**src/rtl/seqram_pkg.sv**
```systemverilog
package seqram_pkg;

    typedef enum logic [1:0] {
        ST_IDLE    = 2'd0,
        ST_RD_WAIT = 2'd1,
        ST_RD_DONE = 2'd2
    } ctrl_state_e;

    typedef enum logic [1:0] {
        RG_DATA    = 2'd0,
        RG_PTR_LO  = 2'd1,
        RG_PTR_MID = 2'd2,
        RG_PTR_HI  = 2'd3
    } reg_sel_e;

endpackage

```
**src/rtl/seqram_strobe.sv**
```systemverilog
// Turns a possibly held access strobe into a one-cycle pulse.
module seqram_strobe (
    input  logic clk,
    input  logic rst_n,
    input  logic req_i,
    output logic pulse_o
);
    logic req_q;

    always_ff @(posedge clk) begin
        if (!rst_n) req_q <= 1'b0;
        else        req_q <= req_i;
    end

    assign pulse_o = req_i & ~req_q;
endmodule

```
**src/rtl/seqram_ptr.sv**
```systemverilog
// Byte-loadable pointer with wrapping increment.
module seqram_ptr #(
    parameter int PTR_W = 17,
    parameter int DW    = 8
) (
    input  logic             clk,
    input  logic             rst_n,
    input  logic             ld_lo_i,
    input  logic             ld_mid_i,
    input  logic             ld_hi_i,
    input  logic             inc_i,
    input  logic [DW-1:0]    din_i,
    output logic [PTR_W-1:0] ptr_o
);
    localparam int HI_W = PTR_W - 2 * DW;

    logic [PTR_W-1:0] ptr_q;

    always_ff @(posedge clk) begin
        if (!rst_n) begin
            ptr_q <= '0;
        end else if (ld_lo_i) begin
            ptr_q[DW-1:0] <= din_i;
        end else if (ld_mid_i) begin
            ptr_q[2*DW-1:DW] <= din_i;
        end else if (ld_hi_i) begin
            ptr_q[PTR_W-1:2*DW] <= din_i[HI_W-1:0];
        end else if (inc_i) begin
            ptr_q <= ptr_q + PTR_W'(1);
        end
    end

    assign ptr_o = ptr_q;
endmodule

```
**src/rtl/seqram_ctrl.sv**
```systemverilog
// Access controller: decodes pulses, issues RAM requests, sequences reads.
module seqram_ctrl
    import seqram_pkg::*;
#(
    parameter int              PTR_W  = 17,
    parameter int              ADDR_W = 24,
    parameter int              DW     = 8,
    parameter logic [23:0]     BASE   = 24'h7E0000
) (
    input  logic              clk,
    input  logic              rst_n,
    input  logic              pulse_i,
    input  logic              we_i,
    input  logic [1:0]        sel_i,
    input  logic [DW-1:0]     wdata_i,
    input  logic [DW-1:0]     open_i,
    input  logic [DW-1:0]     mem_rdata_i,
    input  logic [PTR_W-1:0]  ptr_i,
    output logic              ld_lo_o,
    output logic              ld_mid_o,
    output logic              ld_hi_o,
    output logic              inc_o,
    output logic              mem_req_o,
    output logic              mem_we_o,
    output logic [ADDR_W-1:0] mem_addr_o,
    output logic [DW-1:0]     mem_wdata_o,
    output logic [DW-1:0]     rdata_o,
    output logic              rvalid_o
);
    ctrl_state_e state_q, state_d;
    reg_sel_e    sel;
    logic        accept;
    logic [DW-1:0] data_q;

    assign sel    = reg_sel_e'(sel_i);
    assign accept = pulse_i && (state_q == ST_IDLE);

    // state register
    always_ff @(posedge clk) begin
        if (!rst_n) state_q <= ST_IDLE;
        else        state_q <= state_d;
    end

    // next state
    always_comb begin
        state_d = state_q;
        unique case (state_q)
            ST_IDLE: begin
                if (accept && !we_i) begin
                    state_d = (sel == RG_DATA) ? ST_RD_WAIT : ST_RD_DONE;
                end
            end
            ST_RD_WAIT: state_d = ST_RD_DONE;
            ST_RD_DONE: state_d = ST_IDLE;
            default:    state_d = ST_IDLE;
        endcase
    end

    // read result capture
    always_ff @(posedge clk) begin
        if (!rst_n) begin
            data_q <= '0;
        end else if (accept && !we_i) begin
            data_q <= open_i;
        end else if (state_q == ST_RD_WAIT) begin
            data_q <= mem_rdata_i;
        end
    end

    // outputs
    always_comb begin
        ld_lo_o     = 1'b0;
        ld_mid_o    = 1'b0;
        ld_hi_o     = 1'b0;
        mem_req_o   = 1'b0;
        mem_we_o    = 1'b0;
        if (accept) begin
            unique case (sel)
                RG_DATA: begin
                    mem_req_o = 1'b1;
                    mem_we_o  = we_i;
                end
                RG_PTR_LO:  ld_lo_o  = we_i;
                RG_PTR_MID: ld_mid_o = we_i;
                RG_PTR_HI:  ld_hi_o  = we_i;
                default: ;
            endcase
        end
        inc_o       = mem_req_o;
        mem_addr_o  = BASE[ADDR_W-1:0] | ADDR_W'(ptr_i);
        mem_wdata_o = wdata_i;
        rvalid_o    = (state_q == ST_RD_DONE);
        rdata_o     = rvalid_o ? data_q : open_i;
    end
endmodule

```
**src/rtl/seqram_port.sv**
```systemverilog
// Top: auto-incrementing byte window onto work RAM.
module seqram_port #(
    parameter int          PTR_W  = 17,
    parameter int          ADDR_W = 24,
    parameter int          DW     = 8,
    parameter logic [23:0] BASE   = 24'h7E0000
) (
    input  logic              clk,
    input  logic              rst_n,
    input  logic              bus_req_i,
    input  logic              bus_we_i,
    input  logic [1:0]        bus_sel_i,
    input  logic [DW-1:0]     bus_wdata_i,
    input  logic [DW-1:0]     bus_open_i,
    output logic [DW-1:0]     bus_rdata_o,
    output logic              bus_rvalid_o,
    output logic              mem_req_o,
    output logic              mem_we_o,
    output logic [ADDR_W-1:0] mem_addr_o,
    output logic [DW-1:0]     mem_wdata_o,
    input  logic [DW-1:0]     mem_rdata_i
);
    logic             pulse;
    logic             ld_lo, ld_mid, ld_hi, inc;
    logic [PTR_W-1:0] ptr;

    seqram_strobe u_strobe (
        .clk     (clk),
        .rst_n   (rst_n),
        .req_i   (bus_req_i),
        .pulse_o (pulse)
    );

    seqram_ptr #(.PTR_W(PTR_W), .DW(DW)) u_ptr (
        .clk      (clk),
        .rst_n    (rst_n),
        .ld_lo_i  (ld_lo),
        .ld_mid_i (ld_mid),
        .ld_hi_i  (ld_hi),
        .inc_i    (inc),
        .din_i    (bus_wdata_i),
        .ptr_o    (ptr)
    );

    seqram_ctrl #(.PTR_W(PTR_W), .ADDR_W(ADDR_W), .DW(DW), .BASE(BASE)) u_ctrl (
        .clk         (clk),
        .rst_n       (rst_n),
        .pulse_i     (pulse),
        .we_i        (bus_we_i),
        .sel_i       (bus_sel_i),
        .wdata_i     (bus_wdata_i),
        .open_i      (bus_open_i),
        .mem_rdata_i (mem_rdata_i),
        .ptr_i       (ptr),
        .ld_lo_o     (ld_lo),
        .ld_mid_o    (ld_mid),
        .ld_hi_o     (ld_hi),
        .inc_o       (inc),
        .mem_req_o   (mem_req_o),
        .mem_we_o    (mem_we_o),
        .mem_addr_o  (mem_addr_o),
        .mem_wdata_o (mem_wdata_o),
        .rdata_o     (bus_rdata_o),
        .rvalid_o    (bus_rvalid_o)
    );
endmodule

```
**config.mk**
```make
export PLATFORM = sky130hd
export DESIGN_NAME = seqram_port
export DESIGN_NICKNAME = d
export VERILOG_FILES = /design/src/rtl/seqram_pkg.sv /design/src/rtl/seqram_strobe.sv /design/src/rtl/seqram_ptr.sv /design/src/rtl/seqram_ctrl.sv /design/src/rtl/seqram_port.sv
export SDC_FILE = /design/constraint.sdc
export NUM_CORES = 1
export LEC_CHECK = 0
export BUFFER_PORTS_ARGS = -buffer_cell sky130_fd_sc_hd__buf_2
export CAP_MARGIN = 20
export CORE_MARGIN = 5
export CORE_UTILIZATION = 45
export CTS_CLUSTER_DIAMETER = 80
export DETAILED_ROUTE_END_ITERATION = 7
export PLACE_DENSITY = 0.76
export SETUP_SLACK_MARGIN = 0.15
export SLEW_MARGIN = 30
export SYNTH_ARGS = -nofsm -noshare
export SYNTH_HDL_FRONTEND = slang
export SYNTH_SLANG_ARGS = --single-unit
```
**constraint.sdc**
```tcl
create_clock -name clk -period 2.9 [get_ports clk]
set_input_delay 0.58 -clock clk [delete_from_list [all_inputs] [get_ports clk]]
set_output_delay 0.58 -clock clk [all_outputs]
set_load 0.01 [all_outputs]
```
; Yosys cells after proc, flatten, opt, wreduce, memory -nomap -nowiden
; Cells that the tools add are included.
[word_totals]
mem_bits_rw = 0
mem_count = 0
latchBits = 0
romBits = 0
out_inout_bits = 43
register_bits = 28
wordCells = 54
input_bits = 30
[op_classes]
bitwise_logic = 4
reduce_logical = 12
order_cmp = 0
shift = 0
mux = 22
n_mul = 0
n_div = 0
addsub = 1
n_eq_ne = 9
[op_table]
columns = op, count
row1 = 2-to-1 mux 8 bit, 6
row2 = adder 17 x 1 -> 17 bit (second input constant), 1
row3 = 2-to-1 mux 17 bit, 1
row4 = 2-to-1 mux 16 bit, 1
row5 = 2-to-1 mux 1 bit, 11
row6 = AND reduction 3 bit, 3
row7 = != test 2 bit (second input constant), 4
row8 = nonzero test 2 bit, 4
row9 = == test 2 bit (second input constant), 3
row10 = == test 2 x 1 -> 1 bit (second input constant), 2
row11 = zero test 2 bit, 2
row12 = 2-to-1 mux 2 bit, 2
row13 = one-hot mux 2 bit (2 select lines), 1
row14 = inverter 1 bit, 3
row15 = logical AND 1 bit, 2
row16 = AND 1 bit, 1
row17 = zero test 1 bit, 1

; Logic depth before layout (Yosys ltp)
; Gate-level depths: netlist of run 1.
[depth]
ltp_word = 8
ltp_mapped = 6
ltp_nobuf = 5

; Hierarchy
; A second synthesis of run 1 with hierarchy kept.
[hier_totals]
cells_unflattened = 246
hier_area_um2 = 1988.2
[by_module_without_submodules]
columns = mod, area_each_um2, seq_area_each_um2, instances, cells_per_inst
row1 = seqram_ptr, 1109.8, 340.3, 1, 135
row2 = seqram_ctrl, 838.3, 200.2, 1, 108
row3 = seqram_strobe, 40.0, 20.0, 1, 3

; Least setup slack after synthesis of run 1
; Ideal clock, no wire load.
[synth_path]
kind = input port to flip-flop
startpoint = in bus_req_i
endpoint = reg u_ptr.ptr_q[9] (netlist: u_ptr.ptr_o[9])
setup_ns = 0.119
required_time_ns = 2.781
cell_stages = 6
arrival_time_ns = 2.129
n_path_buf = 2
slack_ns = 0.652
cell_sequence = or4b_1 -> buf_2 -> or3_1 -> buf_6 -> mux2_4 -> o221a_1
[synth_between]
elab_chain_cells = 5
word_cells_on_any_way = 11
cone_classes = eq/ne (1) / mux (5) / bitwise (2) / reduce/logical (3)
[synth_lines]
columns = item, line_no
row1 = from (decl), seqram_port.sv:10  ; input logic bus_req_i,
row2 = AND 1 bit *, seqram_strobe.sv:15  ; assign pulse_o = req_i & ~req_q;
row3 = logical AND 1 bit *, seqram_ctrl.sv:36  ; assign accept = pulse_i && (state_q == ST_IDLE);
row4 = 2-to-1 mux 1 bit, seqram_ctrl.sv:77  ; if (accept) begin
row5 = != test 2 bit (no source line) (tied with other cells), n/a
row6 = AND reduction 3 bit (no source line), n/a
row7 = "to (signal, indexed assignment)", seqram_ptr.sv:25  ; ptr_q[2*DW-1:DW] <= din_i;
row8 = "to (signal, indexed assignment)", seqram_ptr.sv:27  ; ptr_q[PTR_W-1:2*DW] <= din_i[HI_W-1:0];
row9 = to (signal assigned), seqram_ptr.sv:29  ; ptr_q <= ptr_q + PTR_W'(1);
row10 = to (decl), seqram_ptr.sv:17  ; logic [PTR_W-1:0] ptr_q;
; Mark *: on every way between the ends. The rest lies on a longest branch, timed or not.
; A chain may end at the register's enable or synchronous reset.

; Worst setup path in the final report of run 1
[layout_path]
startpoint = reg u_ctrl.state_q[1]
endpoint = out mem_we_o
[layout_between]
elab_chain_cells = 3
[layout_lines]
columns = item, line_no
row1 = from (decl), seqram_ctrl.sv:30  ; ctrl_state_e state_q, state_d;
row2 = from (signal assigned), seqram_ctrl.sv:41  ; else state_q <= state_d;
row3 = zero test 2 bit, seqram_ctrl.sv:36
row4 = logical AND 1 bit, seqram_ctrl.sv:36
row5 = 2-to-1 mux 1 bit, seqram_ctrl.sv:77
row6 = to (decl), seqram_port.sv:18  ; output logic mem_we_o,
; No other way between the ends.

==> run_results.csv, run 1 <==
group,metric,value,unit
status,status,"complete, no violations",
route,via_count,1751,
worst_setup_path,crit_path_max_fanout,9,
logic_synthesis,synth-edff-count,0,
route,wl_per_cell,15.5,µm
sta,fin_crit,2350,ps
sta,fin_setup_tns,0,ps
clock_network,cts_buffers,3,
pwr,leakage,0.848,nW
route,drcViolationCount,0,
worst_setup_path,end_kind,"output pin",
worst_setup_path,critPathKind,"reg -> out",
placement,dp_slack,444,ps
pwr,pwr-share-clk,26.5,%
global_route,grt_max_degree,22,
placement,gp_congestion,0.901,
placement,hpwl,3580,µm
sta,fin_crit_sh,81.0,%
sta,max_freq,0.426,GHz
global_route,grt_pass1_vias,1632,
clock_network,cts_root_buffer,"clkbuf_8",
pwr,power_frac_seq,53.8,%
worst_setup_path,rr_startpoint,"u_ctrl.state_q[1]",
logic_synthesis,synth-adder-area-share,0.718,%
floorplanning,die_area,5220,µm²
pwr,finalPower,0.793,mW
logic_synthesis,syn-cell-area,1740,µm²
worst_setup_path,cp_top_family,"simple AND/OR/NAND/NOR gates",
clock_network,ctsResizeCount,0,
logic_synthesis,synth_top_family_by_area,"simple AND/OR/NAND/NOR gates",
sta,finalSetupViolations,0,
worst_setup_path,startpoint_type,"register",
finish,drive_gt1_share,32.9,%
worst_setup_path,crit_buf_inv,1,
hold_path,hold_start,"u_ptr.ptr_o[16]",
finish,finalNetCount,288,
clock_network,clk_latency,270,ps
route,viasPerCell,5.78,
sta,skew,3.32,ps
logic_synthesis,ys_ff_latch,28,
worst_setup_path,crit_slowest_cell,"or4b_1",
worst_setup_path,required,2320,ps
pwr,internal-power,0.568,mW
clock_network,clk_path_buf_depth,2,
pwr,p_per_area,389,nW/µm²
clock_network,clk_pin_slew,90,ps
sta,hold_viol,0,
finish,stdcell_area,2040,µm²
logic_synthesis,synth-compound-area-share,18.7,%
placement,io_buffer_count,65,
clock_network,cts_sinks,28,
clock_network,cts_post_setup_buffers_inserted,0,
global_route,grtUsageTotal,17.5,%
route,drt.antenna.violating_nets,0,
pwr,irDropWorstVdd,0.000219,V
logic_synthesis,async_reset_ff_share,0,%
route,drtPass1Iterations,4,
logic_synthesis,netlist_instances,206,
worst_setup_path,crit_start,"u_ctrl.state_q[1]",
route,wl,4690,µm
finish,area_growth_syn_to_layout,17.0,%
logic_synthesis,ys_types,43,
clock_network,cts_tree,"built",
worst_setup_path,crit_chain,"or4b_1, nor3_1, buf_2",
floorplanning,die_x,72.2,µm
floorplanning,die_h,72.2,µm
global_route,grt_pass1_wl,7420,µm
logic_synthesis,yosysSeqAreaShare,32.2,%
worst_setup_path,crit_arrival,1770,ps
finish,nFillCells,364,
route,drt_iter0_drc,199,
clock_network,htree_levels,1,
sta,drv_slew,0,
worst_setup_path,regToRegSetupSlack,640,ps
pwr,switching_share,28.4,%
logic_synthesis,yosys.area_share.simple,24.0,%
logic_synthesis,synth_warnings,0,
logic_synthesis,synthMuxAreaShare,11.3,%
sta,relSlewSlack,52.5,%
global_route,antenna_found_initial,0,
sta,worst_slack,550,ps
logic_synthesis,avgSynthCellArea,8.46,µm²
sta,rsz0062_at_grt,"no",
pwr,p_sw,0.225,mW
pwr,p_comb_share,19.8,%
logic_synthesis,synth_ff_type,"dfxtp_1",
floorplanning,start_util,46.9,%
worst_setup_path,slowest_delay,670,ps
floorplanning,core,3720,µm²
clock_network,cts_hold_buffers,0,
run,maxCapViolCount,0,
hold_path,min_path_type,"reg -> reg",
global_route,grt.overflow.total,0,
finish,antennaDiodeCount,0,
placement,place_area,2000,µm²
floorplanning,io_pins,73,
logic_synthesis,synth_xor_area_share,1.51,%
floorplanning,rows,22,
sta,worst_pin_slew,711,ps
-- kinds of logic (layout without fill, tap and decap cells) --
logic type	after synthesis	after routing
mux	18	18
compound gates	47	47
xor+xnor	3	3
fa+ha+maj	1	1
simple gates	74	74
other cells	2	7
flops	28	28
buf+inv	33	77
-- cell type report --
type	instances	area, µm²	share of cell area (%)
Clock buffer	3	41.3	2.02
Inverter	6	22.5	1.10
Multi-Input combinational cell	150	1010	49.4
Sequential cell	28	561	27.5
Tap cell	48	60.1	2.94
Timing Repair Buffer	68	348	17.1
-- stage by stage --
step | std cells | hold WS, ps | utilization, %
after detailed placement | 300 | 501 | 53.7
final | 303 | 513 | 54.9
after global placement | 300 | 489 | 53.7
after CTS | 303 | 523 | 54.8
after floorplan | 211 | 480 | -
after global routing | 303 | 552 | 54.9
-- worst min-delay path, cell delays in order, from the launching register on --
cell and delay (ps):
dfxtp_1 330, o21ai_0 70, a31oi_1 80
-- per-layer routing --
metal	track usage [%]	wire length (µm)
met5	0	0
met4	2.92	24
met1	23.2	2020
met2	29.8	2270
met3	3.46	379
-- Yosys cell counts, drive strengths merged (3+ instances only) --
| cell type | number | area (µm²) |
|---|---|---|
| dfxtp | 28 | 561 |
| buf | 20 | 148 |
| nand2 | 11 | 41.3 |
| nand3 | 11 | 55.1 |
| a211oi | 10 | 75.1 |
| mux2 | 10 | 116 |
| nor2 | 10 | 37.5 |
| a31oi | 8 | 50.1 |
| mux2i | 8 | 80.1 |
| nand4 | 8 | 50.1 |
| a21oi | 7 | 35.0 |
| clkbuf | 7 | 26.3 |
| a22oi | 6 | 45.0 |
| inv | 6 | 22.5 |
| nor3 | 6 | 30.0 |
| or3 | 6 | 37.5 |
| o21ai | 5 | 25.0 |
| and4 | 4 | 35.0 |
| and2 | 3 | 18.8 |
| and3 | 3 | 18.8 |
| or4 | 3 | 22.5 |
-- power groups by stage --
stage	combinational (mW)	clock (mW)	sequential [mW]
after global routing	0.173	0.227	0.429
after floorplan	0.101	0	0.435
after CTS	0.158	0.214	0.426
final	0.157	0.210	0.426
after global placement	0.155	0	0.434
after detailed placement	0.157	0	0.434
-- cells in the final DEF, fill, tap and decap left out, drive strengths merged, types with 4 or more instances in the layout --
master   n
conb     7
o21ai    5
dfxtp   28
a211oi  10
nand2   11
a21oi    7
nor2    10
nand3   11
nor3     6
nand4    8
or3      6
a31oi    8
mux2i    8
mux2    10
and4     4
a22oi    6
inv      6
buf     68
-- sequential cells by signal, summed over array words and instances (netlist names) --
register and cells:
u_ctrl.data_q 8, u_strobe.req_q 1, u_ctrl.state_q 2, u_ptr.ptr_o 17
-- final timing paths --
check,to,depth (start not counted)
setup reg to reg,u_ptr.ptr_o[9],4
hold / removal,u_ptr.ptr_o[16],2
hold reg to reg,u_ptr.ptr_o[16],2
setup / recovery,mem_we_o,3
No activity file was read; power rests on OpenSTA's default activity.
==> run 2, diff against run 1 <==
==> constraint.sdc (replaced) <==
create_clock -name clk -period 2.4 [get_ports clk]
set_input_delay 0.48 -clock clk [delete_from_list [all_inputs] [get_ports clk]]
set_output_delay 0.48 -clock clk [all_outputs]
set_load 0.01 [all_outputs]
==> run 2 against run 1 <==
Effect of this change: clock power rose by 83%; register-to-register slack got worse by 330 ps; via count rose by 4.9%; hold slack got worse by 67 ps; cell count rose by 2.3%; non-clock buffer count rose by 6; largest cell class unchanged; highest routed layer unchanged.
==> run_results.csv, run 2 (synthesis gave the netlist of run 1 again) <==
group,metric,value,unit
status,status,"complete, no violations",
route,drt_iter0_drc,143,
global_route,grt_max_degree,20,
floorplanning,io_pins,73,
placement,gp_congestion,0.899,
global_route,antenna_found_initial,0,
placement,dp_slack,159,ps
finish,finalNetCount,294,
global_route,grt_pass1_wl,7480,µm
placement,hpwl,3660,µm
clock_network,clk_pin_slew,110,ps
worst_setup_path,required,1920,ps
pwr,switching_share,26.7,%
worst_setup_path,crit_path_max_fanout,6,
placement,io_buffer_count,65,
finish,nFillCells,363,
clock_network,cts_buffers,3,
clock_network,cts_root_buffer,"clkbuf_8",
sta,rsz0062_at_grt,"no",
route,viasPerCell,5.92,
pwr,irDropWorstVdd,0.000251,V
route,drtPass1Iterations,4,
floorplanning,core,3720,µm²
pwr,p_per_area,518,nW/µm²
clock_network,clk_latency,280,ps
worst_setup_path,crit_slowest_cell,"or4b_4",
sta,worst_slack,272,ps
pwr,p_comb_share,18.1,%
clock_network,cts_post_setup_buffers_inserted,0,
worst_setup_path,critPathKind,"reg -> out",
pwr,internal-power,0.804,mW
worst_setup_path,end_kind,"output pin",
worst_setup_path,cp_top_family,"simple AND/OR/NAND/NOR gates",
clock_network,cts_tree,"built",
finish,final_common_cell,"buf_2",
pwr,p_sw,0.293,mW
floorplanning,start_util,46.9,%
route,drt.antenna.violating_nets,0,
sta,fin_crit,2130,ps
sta,max_freq,0.470,GHz
route,via_count,1836,
global_route,grt.overflow.total,0,
route,wl,4880,µm
worst_setup_path,crit_buf_inv,1,
pwr,finalPower,1.10,mW
finish,antennaDiodeCount,0,
finish,stdcell_area,2120,µm²
clock_network,htree_levels,1,
finish,final_cell_count_no_fill,310,
sta,fin_crit_sh,88.7,%
route,drcViolationCount,0,
sta,finalSetupViolations,0,
placement,place_area,2040,µm²
floorplanning,die_area,5220,µm²
run,maxCapViolCount,0,
global_route,grtUsageTotal,17.7,%
finish,final_cell_mix,"buf_2, dfxtp_1, nand2_1, nand3_1",
sta,fin_setup_tns,0,ps
sta,skew,10.8,ps
sta,worst_pin_slew,653,ps
sta,relSlewSlack,56.4,%
pwr,leakage,0.892,nW
sta,drv_slew,0,
finish,area_growth_syn_to_layout,21.4,%
clock_network,cts_sinks,28,
floorplanning,rows,22,
hold_path,min_path_type,"in -> reg",
finish,largest_register_ffs,17,
placement,dp_cells,306,
clock_network,clk_path_buf_depth,2,
pwr,power_frac_seq,46.9,%
sta,hold_viol,0,
floorplanning,die_x,72.2,µm
finish,drive_gt1_share,34.7,%
floorplanning,die_h,72.2,µm
global_route,grt_pass1_vias,1625,
worst_setup_path,crit_chain,"or4b_4, nor3_1, buf_2",
worst_setup_path,crit_arrival,1650,ps
worst_setup_path,startpoint_type,"register",
route,wl_per_cell,15.8,µm
pwr,pwr-share-clk,35.0,%
worst_setup_path,slowest_delay,600,ps
## run 2: changes by cell type in the layout (fill, tap and decap cells not counted)
cell / before / now
buf_4: 3 / 9
bufinv_16: 0 / 1
or4b_4: 0 / 1
nor2b_1: 0 / 1
nor2b_2: 1 / 0
or4b_1: 1 / 0
## run 2: what timing repair did
| action | CTS | global route |
|---|---|---|
| setup endpoints to repair | 0 | 2 |
| gates resized for setup | 0 | 1 |
| hold buffers | 0 | 0 |
## run 2: worst reg2reg max path: stages, from the launching register on
cell and delay [ps]:
dfxtp_1 370, or4b_4 600, buf_4 170, or3_1 510
o21ai_0 240, a21oi_1 70
## run 2: power groups by stage
stage               clock (mW)  combinational [mW]  sequential, mW
detailed placement           0               0.196           0.524
floorplan                    0               0.121           0.526
finish                   0.384               0.199           0.515
global route             0.403               0.216           0.520
global placement             0               0.194           0.524
CTS                      0.386               0.197           0.514
## run 2: path summary, 6_finish.rpt
check / from / slack (ps) / cells after the start / to
max: u_ctrl.state_q[0] / 270 / 3 / mem_we_o
min: bus_req_i / 450 / 2 / u_strobe.req_q
min reg2reg: u_ptr.ptr_o[16] / 510 / 2 / u_ptr.ptr_o[16]
max reg2reg: u_ctrl.state_q[0] / 310 / 5 / u_ptr.ptr_o[7]
## run 2: cell type report
| cell class | count | area, µm² | share of cell area (%) |
|---|---|---|---|
| Multi-Input combinational cell | 150 | 1010 | 47.7 |
| Sequential cell | 28 | 561 | 26.5 |
| Timing Repair Buffer | 74 | 393 | 18.6 |
| Tap cell | 48 | 60.1 | 2.84 |
| Clock buffer | 3 | 41.3 | 1.95 |
| Clock inverter | 1 | 30.0 | 1.42 |
| Inverter | 6 | 22.5 | 1.06 |
## run 2: metrics by stage
stage | hold WS (ps) | util [%]
2_1_floorplan | 480 | -
3_3_place_gp | 490 | 54.9
3_5_place_dp | 499 | 54.9
4_1_cts | 425 | 56.8
5_1_grt | 454 | 56.9
6_report | 446 | 56.9
## run 2: layer usage
| layer | up-vias | GRT usage [%] | share of wire [%] | wire length, µm |
|---|---|---|---|---|
| li1 | 873 | - | - | - |
| met1 | 865 | 23.8 | 42 | 2060 |
| met2 | 91 | 27.7 | 48 | 2330 |
| met3 | 7 | 2.77 | 8.5 | 414 |
| met4 | 0 | 8.35 | 1.6 | 78 |
| met5 | - | 0 | 0 | 0 |
